### config.mk
export PLATFORM = sky130hd
export DESIGN_NAME = sram_cycle_seq
export DESIGN_NICKNAME = d
export VERILOG_FILES = /design/src/rtl/sram_seq_pkg.sv /design/src/rtl/seq_phase_ctl.sv /design/src/rtl/seq_cmd_regs.sv /design/src/rtl/seq_pin_drive.sv /design/src/rtl/sram_cycle_seq.sv
export SDC_FILE = /design/constraint.sdc
export NUM_CORES = 1
export LEC_CHECK = 0
export ABC_CLOCK_PERIOD_IN_PS = 2000
export BUFFER_PORTS_ARGS = -buffer_cell sky130_fd_sc_hd__buf_2
export CAP_MARGIN = 20
export CORE_UTILIZATION = 40
export DETAILED_ROUTE_END_ITERATION = 8
export PLACE_DENSITY = 0.73
export SETUP_SLACK_MARGIN = 0.5
export SLEW_MARGIN = 20
export SYNTH_ARGS = -nofsm -noshare
export SYNTH_HDL_FRONTEND = slang
export SYNTH_SLANG_ARGS = --single-unit
### constraint.sdc
create_clock -name clk -period 2 [get_ports clk]
set_clock_uncertainty 0.1 [all_clocks]
set_input_delay 0.2 -clock clk [delete_from_list [all_inputs] [get_ports clk]]
set_output_delay 0.2 -clock clk [all_outputs]
set_load 0.02 [all_outputs]
### src/rtl/sram_seq_pkg.sv
package sram_seq_pkg;
   typedef enum logic [1:0] {
      PH_PARK    = 2'd0,
      PH_LEAD    = 2'd1,
      PH_STROBE  = 2'd2,
      PH_TRAIL   = 2'd3
   } phase_e;

   // strobe words ordered {oe_n, we_n, ce_n}
   localparam logic [2:0] PAT_PARK  = 3'b111;
   localparam logic [2:0] PAT_EDGE  = 3'b110;
   localparam logic [2:0] PAT_WRITE = 3'b100;
   localparam logic [2:0] PAT_READ  = 3'b010;
endpackage

### src/rtl/seq_phase_ctl.sv
module seq_phase_ctl
   import sram_seq_pkg::*;
#(
   parameter int CNT_W = 4
) (
   input  logic             clk,
   input  logic             rst_n,
   input  logic             start,
   input  logic [CNT_W-1:0] hold_cycles,
   output phase_e           phase,
   output logic             last_tick,
   output logic             finish
);
   localparam logic [CNT_W-1:0] ONE = CNT_W'(1);

   phase_e           phase_q;
   logic [CNT_W-1:0] cnt_q;
   logic [CNT_W-1:0] len_q;
   logic [CNT_W-1:0] len_eff;

   assign len_eff   = (hold_cycles == '0) ? ONE : hold_cycles;
   assign last_tick = (phase_q != PH_PARK) && (cnt_q == '0);
   assign finish    = last_tick && (phase_q == PH_TRAIL);
   assign phase     = phase_q;

   always_ff @(posedge clk or negedge rst_n) begin
      if (!rst_n) begin
         phase_q <= PH_PARK;
         cnt_q   <= '0;
         len_q   <= ONE;
      end else if (phase_q == PH_PARK) begin
         if (start) begin
            phase_q <= PH_LEAD;
            cnt_q   <= len_eff - ONE;
            len_q   <= len_eff;
         end
      end else if (cnt_q == '0) begin
         cnt_q <= len_q - ONE;
         unique case (phase_q)
            PH_LEAD:   phase_q <= PH_STROBE;
            PH_STROBE: phase_q <= PH_TRAIL;
            default:   phase_q <= PH_PARK;
         endcase
      end else begin
         cnt_q <= cnt_q - ONE;
      end
   end
endmodule

### src/rtl/seq_cmd_regs.sv
module seq_cmd_regs
   import sram_seq_pkg::*;
#(
   parameter int ADDR_W = 8,
   parameter int DATA_W = 8
) (
   input  logic              clk,
   input  logic              rst_n,
   input  logic              start,
   input  logic              cmd_write,
   input  logic [ADDR_W-1:0] cmd_addr,
   input  logic [DATA_W-1:0] cmd_wdata,
   input  phase_e            phase,
   input  logic              last_tick,
   input  logic              finish,
   input  logic [DATA_W-1:0] dq_in,
   output logic              write_q,
   output logic [ADDR_W-1:0] addr_q,
   output logic [DATA_W-1:0] wdata_q,
   output logic [DATA_W-1:0] rdata_q,
   output logic              done_q
);
   logic capture;
   assign capture = last_tick && (phase == PH_STROBE) && !write_q;

   always_ff @(posedge clk or negedge rst_n) begin
      if (!rst_n) begin
         write_q <= 1'b0;
         addr_q  <= '0;
         wdata_q <= '0;
         rdata_q <= '0;
         done_q  <= 1'b0;
      end else begin
         done_q <= finish;
         if (start) begin
            write_q <= cmd_write;
            addr_q  <= cmd_addr;
            wdata_q <= cmd_wdata;
         end
         if (capture) rdata_q <= dq_in;
      end
   end
endmodule

### src/rtl/seq_pin_drive.sv
module seq_pin_drive
   import sram_seq_pkg::*;
(
   input  phase_e phase,
   input  logic   write_q,
   output logic   oe_n,
   output logic   we_n,
   output logic   ce_n,
   output logic   dq_oe
);
   logic [2:0] pat;

   always_comb begin
      unique case (phase)
         PH_PARK:   pat = PAT_PARK;
         PH_STROBE: pat = write_q ? PAT_WRITE : PAT_READ;
         default:   pat = PAT_EDGE;
      endcase
   end

   assign {oe_n, we_n, ce_n} = pat;
   assign dq_oe = write_q && (phase != PH_PARK);
endmodule

### src/rtl/sram_cycle_seq.sv
module sram_cycle_seq
   import sram_seq_pkg::*;
#(
   parameter int ADDR_W = 8,
   parameter int DATA_W = 8,
   parameter int CNT_W  = 4
) (
   input  logic              clk,
   input  logic              rst_n,
   input  logic              cmd_valid,
   output logic              cmd_ready,
   input  logic              cmd_write,
   input  logic [ADDR_W-1:0] cmd_addr,
   input  logic [DATA_W-1:0] cmd_wdata,
   input  logic [CNT_W-1:0]  hold_cycles,
   output logic              done,
   output logic [DATA_W-1:0] rdata,
   output logic [ADDR_W-1:0] mem_addr,
   output logic [DATA_W-1:0] mem_dq_out,
   output logic              mem_dq_oe,
   input  logic [DATA_W-1:0] mem_dq_in,
   output logic              mem_oe_n,
   output logic              mem_we_n,
   output logic              mem_ce_n
);
   if (ADDR_W < 1 || DATA_W < 1) begin : g_bad_width
      $error("sram_cycle_seq: bus widths must be at least 1");
   end
   if (CNT_W < 1 || CNT_W > 16) begin : g_bad_cnt
      $error("sram_cycle_seq: CNT_W must lie in 1..16");
   end

   phase_e phase;
   logic   last_tick;
   logic   finish;
   logic   start;
   logic   write_q;

   assign cmd_ready = (phase == PH_PARK);
   assign start     = cmd_valid && cmd_ready;

   seq_phase_ctl #(.CNT_W(CNT_W)) i_phase (
      .clk         (clk),
      .rst_n       (rst_n),
      .start       (start),
      .hold_cycles (hold_cycles),
      .phase       (phase),
      .last_tick   (last_tick),
      .finish      (finish)
   );

   seq_cmd_regs #(.ADDR_W(ADDR_W), .DATA_W(DATA_W)) i_regs (
      .clk       (clk),
      .rst_n     (rst_n),
      .start     (start),
      .cmd_write (cmd_write),
      .cmd_addr  (cmd_addr),
      .cmd_wdata (cmd_wdata),
      .phase     (phase),
      .last_tick (last_tick),
      .finish    (finish),
      .dq_in     (mem_dq_in),
      .write_q   (write_q),
      .addr_q    (mem_addr),
      .wdata_q   (mem_dq_out),
      .rdata_q   (rdata),
      .done_q    (done)
   );

   seq_pin_drive i_pins (
      .phase   (phase),
      .write_q (write_q),
      .oe_n    (mem_oe_n),
      .we_n    (mem_we_n),
      .ce_n    (mem_ce_n),
      .dq_oe   (mem_dq_oe)
   );
endmodule

; Word-level counts from Yosys, hierarchy flattened
; Index checks and enable logic that the tools add are counted.
[classes]
addsub = 3
eq_ne = 4
mux = 10
reduce_logical = 14
[ops]
columns = operator, n
row1 = two-way mux 4 bit, 4
row2 = subtractor 4 x 1 -> 4 bit (second input constant), 3
row3 = zero test 4 bit, 2
row4 = logical AND 1 bit, 6
row5 = two-way mux 2 bit, 3
row6 = case mux 3 bit (2 select lines), 1
row7 = == test 2 bit (second input constant), 2
row8 = case mux 2 bit (2 select lines), 1
row9 = AND reduction 2 bit, 2
row10 = nonzero test 2 bit, 2
row11 = two-way mux 3 bit, 1
row12 = == test 2 x 1 -> 1 bit (second input constant), 1
row13 = zero test 2 bit, 1
row14 = != test 2 x 1 -> 1 bit (second input constant), 1
row15 = zero test 1 bit, 1
[word_totals]
regBits = 36
out_inout_bits = 30

; Longest topological paths before layout
; Gate-level depths: netlist of run 1.
[logic_depth]
ltp_word = 5
depth_mapped = 8
depth_no_buf = 8

; Hierarchy
; From an unflattened synthesis of run 1, not the netlist that was laid out.
[unflattened]
hier_cells = 119
hier_area_um2 = 1644.1
[modules_own_cells]
columns = module, instances, cells_each, area_per_inst_um2, seq_area_each_um2
row1 = seq_cmd_regs, 1, 55, 1011.0, 650.6
row2 = seq_phase_ctl, 1, 58, 589.3, 251.5
row3 = seq_pin_drive, 1, 4, 27.5, 0.0
row4 = sram_cycle_seq, 1, 2, 16.3, 0.0

; Worst setup path after synthesis of run 1
; OpenSTA, ideal clock, no wires.
[synth_timing]
path_kind = reg-to-reg
startpoint = register i_phase.phase_q[0], in the netlist i_phase.phase[0]
endpoint = register i_phase.cnt_q[3]
setup_time_ns = 0.087
arrival_ns = 1.869
required_ns = 1.813
setup_slack_ns = -0.056
path_stages_with_launch = 7
path_buffers = 0
path_cell_list = dfrtp_1 inv_1 ha_1 mux2_2 a31o_2 o311a_1 a211oi_2
[synth_between]
elab_chain_len = 3
word_cells_on_any_way = 4
[synth_rtl]
columns = element, line_no
row1 = "start, declared", seq_phase_ctl.sv:16  ; phase_e phase_q;
row2 = "start signal, assigned", seq_phase_ctl.sv:28  ; phase_q <= PH_PARK;
row3 = "start signal, assigned", seq_phase_ctl.sv:33  ; phase_q <= PH_LEAD;
row4 = "start signal, assigned", seq_phase_ctl.sv:40  ; PH_LEAD: phase_q <= PH_STROBE;
row5 = zero test 2 bit *, sram_cycle_seq.sv:39  ; assign cmd_ready = (phase == PH_PARK);
row6 = named net cmd_ready, sram_cycle_seq.sv:11  ; output logic cmd_ready,
row7 = logical AND 1 bit, sram_cycle_seq.sv:40  ; assign start = cmd_valid && cmd_ready;
row8 = != test 2 x 1 -> 1 bit (no source line), n/a
row9 = "end signal, assigned", seq_phase_ctl.sv:34  ; cnt_q <= len_eff - ONE;
row10 = "end signal, assigned", seq_phase_ctl.sv:38  ; cnt_q <= len_q - ONE;
row11 = "end signal, assigned", seq_phase_ctl.sv:45  ; cnt_q <= cnt_q - ONE;
row12 = "end, declared", seq_phase_ctl.sv:17  ; logic [CNT_W-1:0] cnt_q;
; The timed path passes the listed nets; every way through them passes the cells marked *.
; A chain may end at the register's enable or synchronous reset.

; Final worst setup path of run 1
[layout_timing]
startpoint = register i_phase.phase_q[0], in the netlist i_phase.phase[0]
endpoint = register i_phase.cnt_q[3]
[layout_between]
elab_chain_len = 3
word_cells_on_any_way = 4
[layout_rtl]
columns = element, line_no
row1 = zero test 2 bit *, "seq_phase_ctl.sv:31, sram_cycle_seq.sv:39"
row2 = logical AND 1 bit, sram_cycle_seq.sv:40
row3 = != test 2 x 1 -> 1 bit (no source line), n/a
; Mark *: on every way between the ends. The rest lies on a longest branch, timed or not.

==> impl_results.md, run 1 <==
- Final design instance area without fill: about 2600 sq um
- Endpoint kind of the worst setup timing path: flip-flop
- Met1 Routed Length: roughly 1700 um
- Critical path startpoint category: flip-flop
- Clock group share of total power: 0.379
- DIE HEIGHT: 65.5 um
- Critical-path top delay cell: dfrtp_1
- Switching power share of the total: 0.236
- # fillers: ~250
- Power Dens Cells: ~700 nW/um^2
- Vias per cell: approximately 5
- Die area: 4290 sq um
- Starting DRC count in detailed routing: 58
- Final setup viols: 0
- Leakage: 0.00135 uW
- Highest clock rate: between 500 and 600 MHz
- Met2 Routed Length: between 1500 and 2000 um
- Largest incremental delay on the critical path: about 370 ps
- Dominant cells by area after synthesis: dfrtp_1 54%, mux2_2 22%, ha_1 3.9%, dfstp_2 1.6%, a21oi_1 1.6%
- Power consumption: 1820 uW
- Number of nets with antenna violations after routing: 0
- Total of flip-flops plus latches after synthesis: 36
- Number of global-route vias before repair: between 1000 and 1500
- Top-count cell post-synth: dfrtp_1
- Detailed placement HPWL: 2290 um
- CTS tree: built
- End-of-flow core utilization: 0.686
- Number of distinct library cells after synthesis: 29
- Weighted congestion at the end of routability-driven global placement: about 0.86
- Final cycle utilization of the critical path: 0.950
- Share of total power in sequential cells: 0.438
- Post-synthesis cell area: 1610 sq um
- Pint: about 1400 uW
- Share of total power in combinational logic: 0.183
- Average routed wire per standard cell: approximately 15 um
- Antenna violations before repair: 0
- Total grt overflow: 0
- Top post-synthesis cells by count: 35 x dfrtp_1, 31 x mux2_2, 6 x nor2_1
- Worst Max-Slew Pin Slew: between 700 and 800 ps
- Core ar.: ~3800 sq um
- Number of sinks driven by the clock tree: 36
- Class of the tightest hold or removal check: in -> reg
- Aggregate routed wire length: around 4000 um
- Post-route setup TNS: 0 ps
- Overall Global Routing Usage: 0.195
- Detailed-router iteration count before antenna repair: 4
- CP max FO: 6
- Number of warnings issued by yosys: 0
- Final Critical Period: around 1900 ps
- Standard-cell rows: 22
- Number of buffer and inverter stages on the critical path: 2
- Async set or reset register ratio after synthesis: 1.00
- Slew Limit Headroom: 0.488
- Wire length of the first global-routing pass: 6250 um
- Starting utilization of the core area: 0.428
- Primary flip-flop cell chosen by synthesis mapping: dfrtp_1
- EDFF count, synth: 0
- Final Hold Violating Endpoints: 0
- Final layout net count: ~250
- Routed met3 length: around 310 um
- Maximum number of pins on one net before global-route repair: 37
- Clock root buffer: clkbuf_8
- Cts bufs inserted: 5
- Proportion of synthesized chip area in sequential cells: 0.559
- Cell count after synthesis: ~120
- Data required time of the worst path: between 2000 and 2500 ps
- Clock latency of the later-clocked register in the worst-skew pair: about 280 ps
- Worst path arrival time: 2000 ps
- Classification of the worst setup path: reg -> reg
- # IOs: between 60 and 70
- Max-capacitance violation count: 0
- Top Layer Used: met4
- Post-synth net total: 158
- Area of placed instances: 2000 sq um
- Run status: complete, no violations
- Width of the chip: 65.5 um
- Share of layout cells above drive strength 1: 0.685
- Maximum level of the CTS H-tree: 2
- Syn avg cell area: 13.3 sq um
- Total DRC errors in the routed layout: 0
- Dominant cell type by area after synthesis: dfrtp_1
- Slew Limit Fails: 0
- Unrepaired setup endpoints after global routing: true
- Vias post-DR: about 1300
- Area Overhead vs Synth: 60.4%
- Maximum buffer depth of the clock tree: 2
- Crit path max-delay family: compound AO/OA/AOI/OAI gates
- Sw power: 428 uW
- Critical path cell sequence: inv_2 > ha_4 > buf_6 > or2_4 > o22a_4 > o311a_1 > a211oi_2
- Clock slew at the register clock pins of the worst setup and hold paths: 70 ps
- Post-synth top area share: 0.543
- Worst vdd ir: 0.558 mV
- Quantity of I/O buffers inserted on ports: approximately 60
- # diodes: 0
registers in the layout, summed over array words and instances, names as in the netlist:
register	count
i_phase.len_q	4
i_regs.done_q	1
i_regs.write_q	1
i_regs.rdata_q	8
i_regs.addr_q	8
i_regs.wdata_q	8
i_phase.phase	2
i_phase.cnt_q	4
metal layers:
layer / GRT usage / vias to the layer above
met3: 0.0590 / 12
met5: 0 / -
li1: - / 608
met4: 0.106 / 0
met2: 0.322 / 77
met1: 0.224 / 627
stage by stage:
| step | hold WS [ps] | setup slack [ps] | std cells |
|---|---|---|---|
| global placement | 209 | 119 | 227 |
| global route | 40.2 | 19.9 | 261 |
| CTS | 40.8 | 133 | 255 |
| floorplan | -196 | 172 | 121 |
| finish | 50.2 | 99.3 | 261 |
| detailed placement | 233 | 46.6 | 227 |
cells by family after synthesis:
family	share of synthesized area
buf+inv	0.0256
mux	0.216
xor+xnor	0.00543
flops	0.559
simple gates	0.0954
fa+ha+maj	0.0388
compound gates	0.0597
power groups by stage:
stage / Combinational, uW / Clock, uW / Sequential [uW]
detailed placement: 231 / 0 / 805
floorplan: 114 / 0 / 833
global route: 358 / 733 / 799
CTS: 301 / 707 / 792
finish: 332 / 690 / 796
global placement: 223 / 0 / 803
timing repair:
item / CTS / global route
pin swaps: 3 / 4
buffers inserted: 17 / 6
gates resized for setup: 34 / 21
hold buffers: 1 / 0
hold endpoints to repair: 35 / 0
gates cloned: 2 / 0
setup endpoints to repair: 39 / 40
layout by cell type (no fill, tap or decap), types with 2 or more instances in the layout:
cell       n
buf_2     57
dfrtp_1   34
mux2_4    21
buf_4     15
mux2_2    10
buf_6     10
clkbuf_8   7
nor2_1     6
a21oi_1    4
inv_2      3
nor3_1     3
nand2_1    3
ha_4       3
nor4b_1    2
or2b_1     2
inv_1      2
ha_1       2
buf_16     2
buf_12     2
final timing paths:
kind                                       start  slack (ps)  cells past startpoint          endpoint
worst max-delay path            i_phase.phase[0]         100                      7  i_phase.cnt_q[3]
worst min register to register  i_phase.len_q[0]         400                      2  i_phase.len_q[0]
min in group asynchronous                  rst_n         440                      2  i_phase.len_q[3]
max in group asynchronous                  rst_n         830                      2  i_phase.phase[1]
worst max register to register  i_phase.phase[0]         100                      7  i_phase.cnt_q[3]
worst min-delay path                   cmd_write          50                      2    i_regs.write_q
area by class of cell:
type | count | area (sq um) | area share
Sequential cell | 36 | 903 | 0.349
Multi-Input combinational cell | 76 | 850 | 0.328
Timing Repair Buffer | 88 | 631 | 0.244
Clock buffer | 7 | 96.3 | 0.0372
Tap cell | 48 | 60.1 | 0.0232
Clock inverter | 1 | 30.0 | 0.0116
Inverter | 5 | 18.8 | 0.00725
Power figures use the tool's default switching activity.
==> run 2, diff against run 1 <==
- CORE_ASPECT_RATIO: unset -> 2
==> run 2 against run 1 <==
Effect of this change: setup slack better by 57 ps; routed wire length is 7.1% lower; flip-flop and latch count did not move; die area is 0.36% higher; via count is 3.3% lower; first-iteration DRC count shrank 72%; total power decreased by 14%; worst hold slack improved by 3.8 ps; core utilization shrank 5.8 points; global-route usage shrank 0.39 points; largest cell class unchanged.
==> impl_results.md, run 2 (synthesized netlist as in run 1, its figures left out) <==
- Total grt overflow: 0 (unchanged)
- Most frequent standard cell in the layout excluding fill and tap cells: buf_2
- Number of global-route vias before repair: 1294 (-7.8%)
- Highest clock rate: 542 MHz (+3.1%)
- Area of placed instances: 2010 sq um (+0.19%)
- Standard-cell rows: 32 (+45%)
- CP max FO: 8 (+2)
- Vias per cell: 5.02 (-1.0%)
- Unrepaired setup endpoints after global routing: true
- Clock latency of the later-clocked register in the worst-skew pair: 270 ps (about the same)
- Total placed cells including tap cells: 230 (+1.3%)
- Number of nets with antenna violations after routing: 0 (unchanged)
- Wire length of the first global-routing pass: 5920 um (-5.3%)
- Final setup viols: 0 (unchanged)
- Largest registers: i_regs.addr_q: 8 flops, i_regs.rdata_q: 8 flops, i_regs.wdata_q: 8 flops
- Final layout net count: 240 (-3.6%)
- Slew Limit Fails: 0 (unchanged)
- Worst Max-Slew Pin Slew: 790 ps (+21.0 ps)
- Maximum number of pins on one net before global-route repair: 37 (unchanged)
- Highest-count cells in the layout ignoring fill and taps: 56 x buf_2, 34 x dfrtp_1, 28 x mux2_2, 9 x buf_4, 8 x buf_6
- Max-capacitance violation count: 0 (unchanged)
- Critical register-to-register path endpoint: i_phase.cnt_q[3]
- Footprint of the multi-input gates: 779 sq um (-8.2%)
- Core ar.: 3840 sq um (+1.9%)
- Number of sinks driven by the clock tree: 36 (unchanged)
- Post-route non-filler standard cell count: 255 (-2.3%)
- Worst vdd ir: 0.605 mV (+8.5%)
- Critical Path Sink: i_phase.cnt_q[3]
- Worst hold-check slack: 53.9 ps (+3.76 ps)
- Maximum level of the CTS H-tree: 2 (unchanged)
- Register-to-register path setup slack: 160 ps (+60 ps)
- DIE HEIGHT: 91.8 um (+40%)
- Share of layout cells above drive strength 1: 0.657 (-0.0286)
- Crit Reg-Reg Startpoint: i_phase.phase[0]
- CTS tree: built
- Final cycle utilization of the critical path: 0.922 (-0.0287)
- Class of the tightest hold or removal check: in -> reg
- Endpoint kind of the worst setup timing path: flip-flop
- Maximum buffer depth of the clock tree: 2 (unchanged)
- Clock slew at the register clock pins of the worst setup and hold paths: 70 ps (about the same)
- Cts bufs inserted: 5 (unchanged)
- Antenna violations before repair: 0 (unchanged)
- Classification of the worst setup path: reg -> reg
- Detailed placement HPWL: 2430 um (+6.1%)
- Critical path startpoint category: flip-flop
- Detailed-router iteration count before antenna repair: 5 (+1)
- Crit. Startpoint: i_phase.phase[0]
- Worst path arrival time: 1930 ps (-70 ps)
- Final Critical Period: 1840 ps (-57.3 ps)
- Die area: 4310 sq um (+0.36%)
- Final design instance area without fill: 2410 sq um (-6.7%)
- Leakage: 0.00122 uW (-10%)
- Area Overhead vs Synth: 49.6%
- # diodes: 0 (unchanged)
- # IOs: 62 (unchanged)
- Sequential cell area in the final layout: 903 sq um (unchanged)
- Run status: complete, no violations
- Aggregate routed wire length: 3760 um (-7.1%)
- Average routed wire per standard cell: 14.7 um (-5.0%)
- Starting utilization of the core area: 0.420 (-0.00808)
- Post-route setup TNS: 0 ps (unchanged)
- Vias post-DR: 1280 (-3.3%)
- Starting DRC count in detailed routing: 16 (-72%)
- Width of the chip: 46.9 um (-28%)
- Power Dens Cells: 646 nW/um^2 (-8.1%)
- Worst-case reg-to-reg path depth: 6 (-1)
- Weighted congestion at the end of routability-driven global placement: 0.898 (+4.5%)
- Data required time of the worst path: 2090 ps (about the same)
- Power consumption: 1560 uW (-14%)
- # fillers: 326 (+29%)
- Overall Global Routing Usage: 0.191 (-0.00394)
- Final Hold Violating Endpoints: 0 (unchanged)
- Clock root buffer: clkbuf_8
- Quantity of I/O buffers inserted on ports: 61 (unchanged)
- Hold path startpoint: mem_dq_in[5]
- Total DRC errors in the routed layout: 0 (unchanged)
- Slew Limit Headroom: 0.473 (-0.0140)
==> run 2: cell types whose count changed in the layout (fill, tap and decap cells not counted), moves of 2 or more <==
cell | previous run | this run
buf_4 | 15 | 9
buf_6 | 10 | 8
clkbuf_1 | 0 | 2
clkbuf_8 | 7 | 5
mux2_2 | 10 | 28
mux2_4 | 21 | 3
o21ai_1 | 0 | 2
==> run 2: area by class of cell <==
cell class,instances,area share
clock inverters,1,0.00207
inverters,5,0.00777
repair buffers,79,0.235
multi-input cells,76,0.323
well taps,51,0.0264
clock buffers,7,0.0316
flip-flops and latches,36,0.374
==> run 2: worst min-delay path by stage <==
stage / to / slack, ps / cells after the start
finish: i_regs.rdata_q[5] / 50 / 2
global route: i_regs.addr_q[1] / 40 / 2
CTS: i_regs.wdata_q[3] / 40 / 2
detailed placement: i_regs.done_q / 220 / 1
global placement: i_regs.done_q / 210 / 1
floorplan: i_phase.cnt_q[0] / -200 / 0
==> run 2: what timing repair did <==
action	in CTS	in global routing
endpoints found under the hold margin	35	0
pin swaps	7	2
gates resized for setup	20	14
gates cloned	2	1
buffers inserted	10	3
hold buffers	1	0
setup endpoints to repair	39	38
==> run 2: through the flow <==
stage	utilization	setup slack (ps)
6_report	0.628	157
5_1_grt	0.628	105
4_1_cts	0.600	150
3_5_place_dp	0.522	32.6
3_3_place_gp	0.522	121
2_1_floorplan	-	172
==> run 2: power by group <==
group / total [uW] / switching (uW) / internal (uW) / leakage [uW]
Sequential: 795 / 26.7 / 768 / 0.000441
Clock: 470 / 226 / 244 / 0.0000422
Combinational: 294 / 140 / 154 / 0.000734
Total: 1560 / 392 / 1170 / 0.00122
==> run 2: worst max-delay path: stages (launching register included) <==
cell and delay [ps]:
dfrtp_1 380, inv_2 90, ha_4 190, mux2_4 320, a31o_4 220, o311a_1 310, a211oi_2 150
==> run 2: layer usage <==
| metal | GRT usage | vias up | wire [um] |
|---|---|---|---|
| met5 | 0 | - | 0 |
| met4 | 0.0881 | 0 | 62 |
| met3 | 0.0394 | 6 | 131 |
| met2 | 0.316 | 42 | 2210 |
| met1 | 0.223 | 642 | 1350 |
| li1 | - | 590 | - |
==> run 3, diff against run 2 <==
- ABC_AREA: unset -> 1
- MAX_ROUTING_LAYER: unset -> met4
==> run 3 against run 2 <==
Effect of this change: final cell count rose by 21%; routed wire length rose by 1.6%; largest cell class unchanged; critical path depth fell by 2; clock-buffer cell count did not move; highest routed layer unchanged; first-iteration DRC count rose by 6.3%.
==> impl_results.md, run 3 <==
- Power Dens Cells: 1740 nW/um^2 (+170%)
- Class of the tightest hold or removal check: in -> reg
- Area Overhead vs Synth: 40.0%
- Top-count cell post-synth: nand2_1
- Critical-path top delay cell: dfrtp_2
- Number of warnings issued by yosys: 0 (unchanged)
- Final cycle utilization of the critical path: 0.825 (-0.0968)
- Highest clock rate: 606 MHz (+12%)
- Footprint of the multi-input gates: 758 sq um (-2.7%)
- Final layout net count: 293 (+22%)
- Dominant cells by area after synthesis: dfrtp_1 52%, nand2_1 16%, mux2_4 7.2%, ha_1 3.7%, inv_1 3.4%
- Clock root buffer: clkbuf_8
- Vias post-DR: 1413 (+10%)
- Number of distinct library cells after synthesis: 24 (-17%)
- Share of total power in sequential cells: 0.321 (-0.189)
- Post-route setup TNS: 0 ps (unchanged)
- Cell count after synthesis: 178 (+47%)
- Crit Reg-Reg Startpoint: i_phase.phase[1]
- Total of flip-flops plus latches after synthesis: 36 (unchanged)
- Setup slack after placement: 314 ps (+281 ps)
- Detailed-router iteration count before antenna repair: 4 (-1)
- Post-route non-filler standard cell count: 308 (+21%)
- Met1 Routed Length: 1420 um (+5.4%)
- Critical path cell sequence: inv_2 > ha_4 > buf_2 > buf_4
- Cts bufs inserted: 5 (unchanged)
- Final Hold Violating Endpoints: 0 (unchanged)
- Data required time of the worst path: 1700 ps (-390 ps)
- Final Critical Period: 1650 ps (-194 ps)
- Standard-cell rows: 32 (unchanged)
- Clock group share of total power: 0.131 (-0.170)
- Total DRC errors in the routed layout: 0 (unchanged)
- Maximum number of pins on one net before global-route repair: 37 (unchanged)
- Sequential cell area in the final layout: 903 sq um (unchanged)
- Width of the chip: 47.7 um (+1.6%)
- Post-synth top area share: 0.525 (-0.0179)
- Dominant cell type by area after synthesis: dfrtp_1
- Top post-synthesis cells by count: 73 x nand2_1, 35 x dfrtp_1, 15 x inv_1
- Weighted congestion at the end of routability-driven global placement: 0.919 (+2.3%)
- Post-synth net total: 215 (+36%)
- Proportion of synthesized chip area in sequential cells: 0.540 (-0.0184)
- Syn avg cell area: 9.38 sq um (-30%)
- Clock latency of the later-clocked register in the worst-skew pair: 280 ps (about the same)
- Clock slew at the register clock pins of the worst setup and hold paths: 70 ps (about the same)
- Wire length of the first global-routing pass: 6170 um (+4.2%)
- Primary flip-flop cell chosen by synthesis mapping: dfrtp_1
- Endpoint kind of the worst setup timing path: primary output
- Max-capacitance violation count: 0 (unchanged)
- Maximum buffer depth of the clock tree: 2 (unchanged)
- Number of global-route vias before repair: 1463 (+13%)
- Antenna violations before repair: 0 (unchanged)
- Highest-count cells in the layout ignoring fill and taps: 69 x nand2_1, 59 x buf_2, 34 x dfrtp_1, 11 x buf_4, 10 x inv_1
- Worst hold-check slack: 6.53 ps (-47.4 ps)
- Slack of the critical path: 350 ps (+194 ps)
- Hold path startpoint: cmd_wdata[0]
- Total grt overflow: 0 (unchanged)
- Slew Limit Fails: 0 (unchanged)
- Unrepaired setup endpoints after global routing: true
- Number of nets with antenna violations after routing: 0 (unchanged)
- Number of sinks driven by the clock tree: 36 (unchanged)
- Critical path startpoint category: flip-flop
- Classification of the worst setup path: reg -> out
- Detailed placement HPWL: 2750 um (+13%)
- Switching power share of the total: 0.430 (+0.178)
- Leakage: 0.00128 uW (+5.3%)
- Post-synthesis cell area: 1670 sq um (+3.4%)
- # diodes: 0 (unchanged)
- DIE HEIGHT: 93.4 um (+1.6%)
- Async set or reset register ratio after synthesis: 1.00 (unchanged)
- Slew Limit Headroom: 0.470 (-0.00335)
- Share of layout cells above drive strength 1: 0.455 (-0.202)
- Final setup viols: 0 (unchanged)
- Most frequent standard cell in the layout excluding fill and tap cells: nand2_1
- Quantity of I/O buffers inserted on ports: 61 (unchanged)
- Maximum level of the CTS H-tree: 2 (unchanged)
- Worst vdd ir: 0.762 mV (+26%)
- # IOs: 62 (unchanged)
- Routed met3 length: 100 um (-24%)
- Aggregate routed wire length: 3820 um (+1.6%)
- Worst path arrival time: 1350 ps (-580 ps)
- Pint: 2310 uW (+98%)
- Run status: complete, no violations
- CP max FO: 6 (-2)
- Met2 Routed Length: 2130 um (-3.7%)
- Sw power: 1740 uW (+340%)
- Largest incremental delay on the critical path: 440 ps (+60 ps)
- Overall Global Routing Usage: 0.201 (+0.0105)
- Vias per cell: 4.59 (-8.6%)
- Total placed cells including tap cells: 287 (+25%)
- # fillers: 387 (+19%)
- Largest registers: i_regs.addr_q: 8 flops, i_regs.rdata_q: 8 flops, i_regs.wdata_q: 8 flops
- Starting utilization of the core area: 0.425 (+0.00546)
- Die area: 4450 sq um (+3.3%)
- Starting DRC count in detailed routing: 17 (+1)
- CTS tree: built
- Core ar.: 3920 sq um (+2.1%)
- EDFF count, synth: 0 (unchanged)
- Average routed wire per standard cell: 12.4 um (-16%)
- Share of total power in combinational logic: 0.547 (+0.358)
- Crit. Startpoint: i_phase.phase[1]
- Worst Max-Slew Pin Slew: 795 ps (+5.02 ps)
- Top Layer Used: met4
run 3: cell count changes after synthesis, sizes merged, moves of 4 or more:
cell   previous run  this run
o21ai             3        11
inv               5        16
nand2             4        76
nand3             0         4
mux2             31         8
run 3: per-stage QoR:
step                 util  power, uW  area [sq um]
finish              0.595       4060          2340
global route        0.595       4370          2340
CTS                 0.581       3930          2280
detailed placement  0.528       3220          2070
global placement    0.528       3170          2070
floorplan               -       2690          1720
run 3: metal layers:
metal | up-vias | global-route usage
li1 | 710 | -
met4 | 0 | 0.125
met5 | - | -
met3 | 12 | 0.0328
met2 | 41 | 0.332
met1 | 650 | 0.208
run 3: cells by family (layout without fill, tap and decap cells):
| family | Yosys count | count (layout) | share of synthesized area |
|---|---|---|---|
| xor+xnor | 1 | 1 | 0.00525 |
| mux | 8 | 8 | 0.0720 |
| simple gates | 92 | 92 | 0.243 |
| compound gates | 14 | 14 | 0.0435 |
| buf+inv | 22 | 101 | 0.0585 |
| fa+ha+maj | 5 | 5 | 0.0375 |
| flops | 36 | 36 | 0.540 |
run 3: final timing paths:
check | cells after the start | endpoint | slack (ps)
min in group asynchronous | 2 | i_regs.wdata_q[1] | 440
hold reg to reg | 2 | i_regs.wdata_q[2] | 380
setup / recovery | 4 | mem_ce_n | 350
max in group asynchronous | 2 | i_phase.phase[1] | 820
setup reg to reg | 10 | i_phase.cnt_q[2] | 350
hold / removal | 3 | i_regs.wdata_q[0] | 7
run 3: cell type report:
| class | instances | share of cell area |
|---|---|---|
| Inverter | 17 | 0.0316 |
| Multi-Input combinational cell | 120 | 0.325 |
| Sequential cell | 36 | 0.387 |
| Clock buffer | 7 | 0.0370 |
| Clock inverter | 1 | 0.00321 |
| Timing Repair Buffer | 76 | 0.190 |
| Tap cell | 51 | 0.0273 |
run 3: power groups by stage:
stage | sequential (uW) | combinational, uW | clock [uW]
finish | 1300 | 2220 | 533
global route | 1350 | 2440 | 582
CTS | 1310 | 2080 | 551
detailed placement | 1310 | 1910 | 0
global placement | 1300 | 1860 | 0
floorplan | 1590 | 1100 | 0
run 3: worst max-delay path: cells and delay by family, from the launching register on:
kind / cells / cell delay, ps
flops: 1 / 440
buf+inv: 3 / 410
fa+ha+maj: 1 / 220
run 3: timing repair:
item / CTS / global route
setup endpoints to repair: 33 / 40
setup buffers: 8 / 3
hold endpoints to repair: 36 / 0
pin swaps: 3 / 6
hold buffers: 2 / 0
gates resized for setup: 12 / 12
